==> src/rtl/isa_prom_pkg.sv <==
package isa_prom_pkg;
    typedef enum logic [1:0] {
        CYC_IDLE  = 2'd0,
        CYC_WAIT  = 2'd1,
        CYC_DRIVE = 2'd2,
        CYC_RHOLD = 2'd3
    } cyc_state_e;
endpackage

==> src/rtl/isa_slave_decode.sv <==
module isa_slave_decode #(
    parameter int ADDR_W     = 10,
    parameter int IDX_W      = 4,
    parameter logic [ADDR_W-1:0] PROM_BASE = 10'h300,
    parameter logic [ADDR_W-1:0] RST_PORT  = 10'h314
) (
    input  logic              bus_aen,
    input  logic [ADDR_W-1:0] bus_addr,
    input  logic              bus_rd,
    input  logic              bus_wr,
    output logic              prom_hit,
    output logic              rst_hit
);
    localparam int UP_W = ADDR_W - IDX_W;

    logic in_window;
    logic is_rst;
    logic rd_cycle;

    always_comb begin
        in_window = (bus_addr[ADDR_W-1:IDX_W] == PROM_BASE[ADDR_W-1:IDX_W]);
        is_rst    = (bus_addr == RST_PORT);
        rd_cycle  = !bus_aen && bus_rd && !bus_wr;
        prom_hit  = rd_cycle && in_window;
        rst_hit   = rd_cycle && is_rst && !in_window;
    end

    initial begin
        assert (UP_W > 0);
    end
endmodule

==> src/rtl/isa_cycle_fsm.sv <==
module isa_cycle_fsm
    import isa_prom_pkg::*;
#(
    parameter int ADDR_W = 10,
    parameter int IDX_W  = 4
) (
    input  logic              clk,
    input  logic              rst_n,
    input  logic              prom_hit,
    input  logic              rst_hit,
    input  logic              bus_rd,
    input  logic [IDX_W-1:0]  addr_idx,
    input  logic              pbus_gnt,
    output logic              io_ready,
    output logic              pbus_req,
    output logic              prom_sel,
    output logic              lo_oe,
    output logic [IDX_W-1:0]  prom_idx,
    output logic              soft_rst
);
    typedef struct packed {
        cyc_state_e         st;
        logic               ready;
        logic               req;
        logic               sel;
        logic               oe;
        logic               rst;
        logic [IDX_W-1:0]   idx;
    } cyc_regs_t;

    localparam cyc_regs_t REGS_RESET = '{
        st: CYC_IDLE, ready: 1'b1, req: 1'b0, sel: 1'b0,
        oe: 1'b0, rst: 1'b0, idx: '0
    };

    cyc_regs_t regs_d, regs_q;

    always_comb begin
        regs_d     = regs_q;
        regs_d.rst = 1'b0;
        unique case (regs_q.st)
            CYC_IDLE: begin
                if (prom_hit) begin
                    regs_d.st    = CYC_WAIT;
                    regs_d.ready = 1'b0;
                    regs_d.req   = 1'b1;
                    regs_d.idx   = addr_idx;
                end else if (rst_hit) begin
                    regs_d.st  = CYC_RHOLD;
                    regs_d.rst = 1'b1;
                end
            end
            CYC_WAIT: begin
                if (!bus_rd) begin
                    regs_d.st    = CYC_IDLE;
                    regs_d.ready = 1'b1;
                    regs_d.req   = 1'b0;
                end else if (pbus_gnt) begin
                    regs_d.st    = CYC_DRIVE;
                    regs_d.ready = 1'b1;
                    regs_d.sel   = 1'b1;
                    regs_d.oe    = 1'b1;
                end
            end
            CYC_DRIVE: begin
                if (!bus_rd) begin
                    regs_d.st  = CYC_IDLE;
                    regs_d.req = 1'b0;
                    regs_d.sel = 1'b0;
                    regs_d.oe  = 1'b0;
                end
            end
            CYC_RHOLD: begin
                if (!bus_rd) begin
                    regs_d.st = CYC_IDLE;
                end
            end
            default: regs_d = REGS_RESET;
        endcase
    end

    always_ff @(posedge clk or negedge rst_n) begin
        if (!rst_n) regs_q <= REGS_RESET;
        else        regs_q <= regs_d;
    end

    assign io_ready = regs_q.ready;
    assign pbus_req = regs_q.req;
    assign prom_sel = regs_q.sel;
    assign lo_oe    = regs_q.oe;
    assign prom_idx = regs_q.idx;
    assign soft_rst = regs_q.rst;

    assert_stretch_on_req_R2: assert property (@(posedge clk) disable iff (!rst_n)
        (pbus_req && !prom_sel) |-> !io_ready);

    assert_sel_after_gnt_R3: assert property (@(posedge clk) disable iff (!rst_n)
        $rose(prom_sel) |-> ($past(pbus_gnt) && $past(pbus_req)));

    assert_end_on_rd_drop_R5: assert property (@(posedge clk) disable iff (!rst_n)
        (pbus_req && !bus_rd) |=> (!prom_sel && !lo_oe && !pbus_req && io_ready));

    assert_single_pulse_R6: assert property (@(posedge clk) disable iff (!rst_n)
        soft_rst |=> !soft_rst);

    assert_pulse_from_read_R7: assert property (@(posedge clk) disable iff (!rst_n)
        soft_rst |-> $past(bus_rd));

    assert_oe_with_sel_R4: assert property (@(posedge clk) disable iff (!rst_n)
        lo_oe |-> (prom_sel && io_ready));
endmodule

==> src/rtl/isa_lo_byte_path.sv <==
module isa_lo_byte_path #(
    parameter int DATA_W = 8
) (
    input  logic [DATA_W-1:0] prom_data,
    input  logic              lo_oe,
    output logic [DATA_W-1:0] sd_lo
);
    for (genvar b = 0; b < DATA_W; b++) begin : g_bit
        assign sd_lo[b] = prom_data[b] & lo_oe;
    end
endmodule

==> src/rtl/isa_prom_slave.sv <==
module isa_prom_slave #(
    parameter int ADDR_W     = 10,
    parameter int PROM_BYTES = 16,
    parameter logic [ADDR_W-1:0] PROM_BASE = 10'h300,
    parameter logic [ADDR_W-1:0] RST_PORT  = 10'h314
) (
    input  logic              clk,
    input  logic              rst_n,
    input  logic              bus_aen,
    input  logic [ADDR_W-1:0] bus_addr,
    input  logic              bus_rd,
    input  logic              bus_wr,
    input  logic              pbus_gnt,
    input  logic [7:0]        prom_data,
    output logic              io_ready,
    output logic              io_cs16,
    output logic              pbus_req,
    output logic              prom_sel,
    output logic [$clog2(PROM_BYTES)-1:0] prom_idx,
    output logic              lo_oe,
    output logic [7:0]        sd_lo,
    output logic              soft_rst
);
    localparam int IDX_W = $clog2(PROM_BYTES);

    logic prom_hit;
    logic rst_hit;

    isa_slave_decode #(
        .ADDR_W(ADDR_W), .IDX_W(IDX_W),
        .PROM_BASE(PROM_BASE), .RST_PORT(RST_PORT)
    ) u_dec (
        .bus_aen (bus_aen),
        .bus_addr(bus_addr),
        .bus_rd  (bus_rd),
        .bus_wr  (bus_wr),
        .prom_hit(prom_hit),
        .rst_hit (rst_hit)
    );

    isa_cycle_fsm #(.ADDR_W(ADDR_W), .IDX_W(IDX_W)) u_fsm (
        .clk     (clk),
        .rst_n   (rst_n),
        .prom_hit(prom_hit),
        .rst_hit (rst_hit),
        .bus_rd  (bus_rd),
        .addr_idx(bus_addr[IDX_W-1:0]),
        .pbus_gnt(pbus_gnt),
        .io_ready(io_ready),
        .pbus_req(pbus_req),
        .prom_sel(prom_sel),
        .lo_oe   (lo_oe),
        .prom_idx(prom_idx),
        .soft_rst(soft_rst)
    );

    isa_lo_byte_path #(.DATA_W(8)) u_path (
        .prom_data(prom_data),
        .lo_oe    (lo_oe),
        .sd_lo    (sd_lo)
    );

    assign io_cs16 = 1'b0;

    assert_oe_gates_byte_R4: assert property (@(posedge clk) disable iff (!rst_n)
        !lo_oe |-> (sd_lo == 8'h00));
endmodule

==> config.mk <==
export PLATFORM = sky130hd
export DESIGN_NAME = isa_prom_slave
export DESIGN_NICKNAME = d
export VERILOG_FILES = /design/src/rtl/isa_prom_pkg.sv /design/src/rtl/isa_slave_decode.sv /design/src/rtl/isa_cycle_fsm.sv /design/src/rtl/isa_lo_byte_path.sv /design/src/rtl/isa_prom_slave.sv
export SDC_FILE = /design/constraint.sdc
export NUM_CORES = 1
export LEC_CHECK = 0
export ABC_AREA = 1
export BUFFER_PORTS_ARGS = -buffer_cell sky130_fd_sc_hd__buf_2
export CELL_PAD_IN_SITES_DETAIL_PLACEMENT = 1
export CELL_PAD_IN_SITES_GLOBAL_PLACEMENT = 1
export CORE_ASPECT_RATIO = 0.5
export CORE_MARGIN = 2
export CORE_UTILIZATION = 28
export CTS_CLUSTER_DIAMETER = 80
export CTS_CLUSTER_SIZE = 24
export DETAILED_ROUTE_END_ITERATION = 6
export GPL_TIMING_DRIVEN = 0
export MAX_ROUTING_LAYER = met4
export PLACE_DENSITY_LB_ADDON = 0.25
export SLEW_MARGIN = 10
export SYNTH_ARGS = -nofsm -noshare
export SYNTH_HDL_FRONTEND = slang
export SYNTH_HIERARCHICAL = 1
export SYNTH_SLANG_ARGS = --single-unit
==> constraint.sdc <==
create_clock -name clk -period 1.8 [get_ports clk]
set_input_delay 0.36 -clock clk [delete_from_list [all_inputs] [get_ports clk]]
set_output_delay 0.36 -clock clk [all_outputs]
set_load 0.03 [all_outputs]
==> metrics.md <==
| Metric | Value |
|---|---|
| Clock root buffer master | clkbuf_8 |
| CTS tree | done |
| Largest net degree at the start of global routing | 11 |
| Layout Nets | about 180 |
| Clk buf depth | 2 |
| Post-Route WL | 1729 um |
| Initial DRC count | 6 |
| Antenna fix cells | 0 |
| Synth Warn # | 6 |
| Final-report hold violation count | 0 |
| CP Cell Sequence | buf_2, nand2_1, inv_1, buf_2 |
| Synth cell types | 17 |
| Worst Path Arrival | between 1 and 1.5 ns |
| Worst min-delay path category | input pin to flip-flop |
| Dpl hpwl | 1476 um |
| Initial core utilization | ~29% |
| Max VDD drop | about 0.35 mV |
| Fmax | approximately 680 MHz |
| Fin cells | between 150 and 200 |
| Status | finished, final reports clean |
| Area grow syn2layout | 40.92% |
| Cell mode on critical path | buf_2 |
| Setup Skew | a little under 0.0005 ns |
| Pwr Density | between 1000 and 1500 nW/um^2 |
| Vert. Die Dim | between 40 and 50 um |
| Power, Total | 0.001350 W |
| Core area | about 2600 um^2 |
| Crit path max-delay family | buffers and inverters |
| Vias per inst | 4.070 |
| Global-route wire length before repair | between 3000 and 4000 um |
| Gr usage total | 13.53% |
| Critical path peak fanout | 8 |
| Final min period | approximately 1.5 ns |
| Leakage | around 0.67 nW |
| Dpl cells | roughly 180 |
| Port-buffer cells | 40 |
| Synth Instances | between 100 and 150 |
| Final Slew Violations | 0 |
| RD Place Congestion | 0.6902 |
| Setup tns final | 0 ns |
| PostCTS Resize Cnt | 0 |
| Antenna-violating nets left | 0 |
| Cell Rows | 13 |
| Cts bufs inserted | 3 |
| CTS sink cnt | 10 |
| Final setup viols | 0 |
| RSZ-0062 raised after global routing | no |
| Clock Pin Slew Worst Setup and Hold Paths | roughly 0.050 ns |
| CP max-delay cell | dfrtp_1 |
| Most frequent cells in the layout | buf_2 (41), nand2_1 (30), inv_1 (23), dfrtp_1 (9), nor2_1 (8) |
| First drt pass iteration count | 2 |
| H-Tree Depth | 1 |
| Share of layout cells above drive strength 1 | just under 40% |
| Buf/Inv on CP | 3 |
| Worst Path Required | 1.44 ns |
| Wirelength per Cell | between 9 and 10 um |
| Remaining global-route overflow | 0 |
| WS Path Type | flip-flop to output pin |
| Post-Syn Area per Cell | a little over 7 um^2 |
| CP endpoint kind | output pin |
| #FFs+latches synth | 10 |
| Die ar. | between 3000 and 4000 um^2 |
| Ports | 42 |
| Worst-skew pair later-pin latency | around 0.23 ns |
| Final worst path period share | between 80% and 90% |
| Max Cap Viol | 0 |
| Slowest stage delay, CP | approximately 0.37 ns |
| Most common cell after layout, fill and taps aside | buf_2 |
| Number of global-route vias before repair | between 600 and 700 |
| DR vias | about 760 |
| Filler cells | ~350 |
| CP Launch Type | flip-flop |
| Post-synthesis sequential area ratio | 34.13% |
| Initial antenna violation count | 0 |
| DRC viols | 0 |
| Syn Nets | approximately 130 |
| Die Width | between 70 and 80 um |
| Mapped cell area | around 740 um^2 |
synthesized netlist by cell type:
cell type	n	area (um^2)
conb_1	1	3.750
nand2_2	1	6.260
ha_1	5	62.56
dfstp_2	1	26.28
nand3_2	1	10.01
nand4_1	2	12.51
o21bai_1	1	7.510
buf_2	1	5.000
o21ai_0	3	15.01
buf_4	6	45.04
and2_4	1	8.760
dfrtp_1	9	225.2
nand3_1	7	35.03
nand2_1	30	112.6
nor2_1	8	30.03
mux2_2	4	45.04
inv_1	23	86.33
per-layer routing:
metal	vias to the layer above	wire length (um)	GRT usage, %
li1	393	-	-
met1	345	764	14.34
met2	17	861	25.66
met3	2	90	5.180
met4	0	12	2.727
met5	-	0	-
per-stage QoR:
step	worst slack [ns]	area [um^2]	hold slack [ns]	utilization, %
after global placement	0.2928	983.4	0.2440	38.51
after floorplan	0.4558	737.0	0.06441	-
after detailed placement	0.2635	983.4	0.2488	38.51
final	0.3238	1039	0.3734	40.67
after CTS	0.3008	1039	0.3711	40.67
after global routing	0.2226	1039	0.3856	40.67
sequential cells by signal, indices dropped and copies added, names as in the netlist:
register and count:
u_fsm/prom_sel 1, u_fsm/soft_rst 1, u_fsm/pbus_req 1, u_fsm/regs_q 2, u_fsm/io_ready 1, u_fsm/prom_idx 4
timing repair:
action / in CTS / in global routing
hold buffers: 1 / 0
buffers inserted: 0 / 0
endpoints found under the setup margin: 0 / 0
endpoints found under the hold margin: 9 / 0
cell type report:
type,instances,area (um^2),area share (%)
Multi-Input combinational cell,64,349.1,33.61
Sequential cell,10,251.5,24.22
Inverter,23,86.33,8.313
Timing Repair Buffer,41,210.2,20.24
Buffer,7,50.05,4.819
Clock buffer,4,45.04,4.337
Tap cell,37,46.29,4.458
logic make-up after synthesis:
| family | Yosys count | share of synthesized area, % |
|---|---|---|
| AOI/OAI and AO/OA | 4 | 3.056 |
| adders and majority gates | 5 | 8.489 |
| buffers and inverters | 30 | 18.50 |
| DFF | 10 | 34.13 |
| muxes | 4 | 6.112 |
| other | 1 | 0.5088 |
| and+or+nand+nor | 50 | 29.20 |
power breakdown:
part | leakage (nW) | internal [W] | switching (W)
clock network | 0.0228 | 0.000155 | 0.0000888
registers | 0.130 | 0.000288 | 0.0000419
logic | 0.520 | 0.000278 | 0.000497
path summary, 6_finish.rpt:
check	from	end	slack, ns	depth (start not counted)
setup / recovery	u_fsm/prom_sel$_DFFE_PN0P_	sd_lo[4]	0.32	4
hold / removal	bus_addr[2]	u_fsm/prom_idx[2]$_DFFE_PN0P_	0.37	2
setup reg to reg	u_fsm/regs_q[9]$_DFFE_PN0P_	u_fsm/prom_idx[0]$_DFFE_PN0P_	0.42	4
hold reg to reg	u_fsm/pbus_req$_DFFE_PN0P_	u_fsm/pbus_req$_DFFE_PN0P_	0.47	2
max in group asynchronous	rst_n	u_fsm/io_ready$_DFFE_PN1P_	1.01	2
min in group asynchronous	rst_n	u_fsm/regs_q[9]$_DFFE_PN0P_	0.53	2
Power figures use the tool's default switching activity.
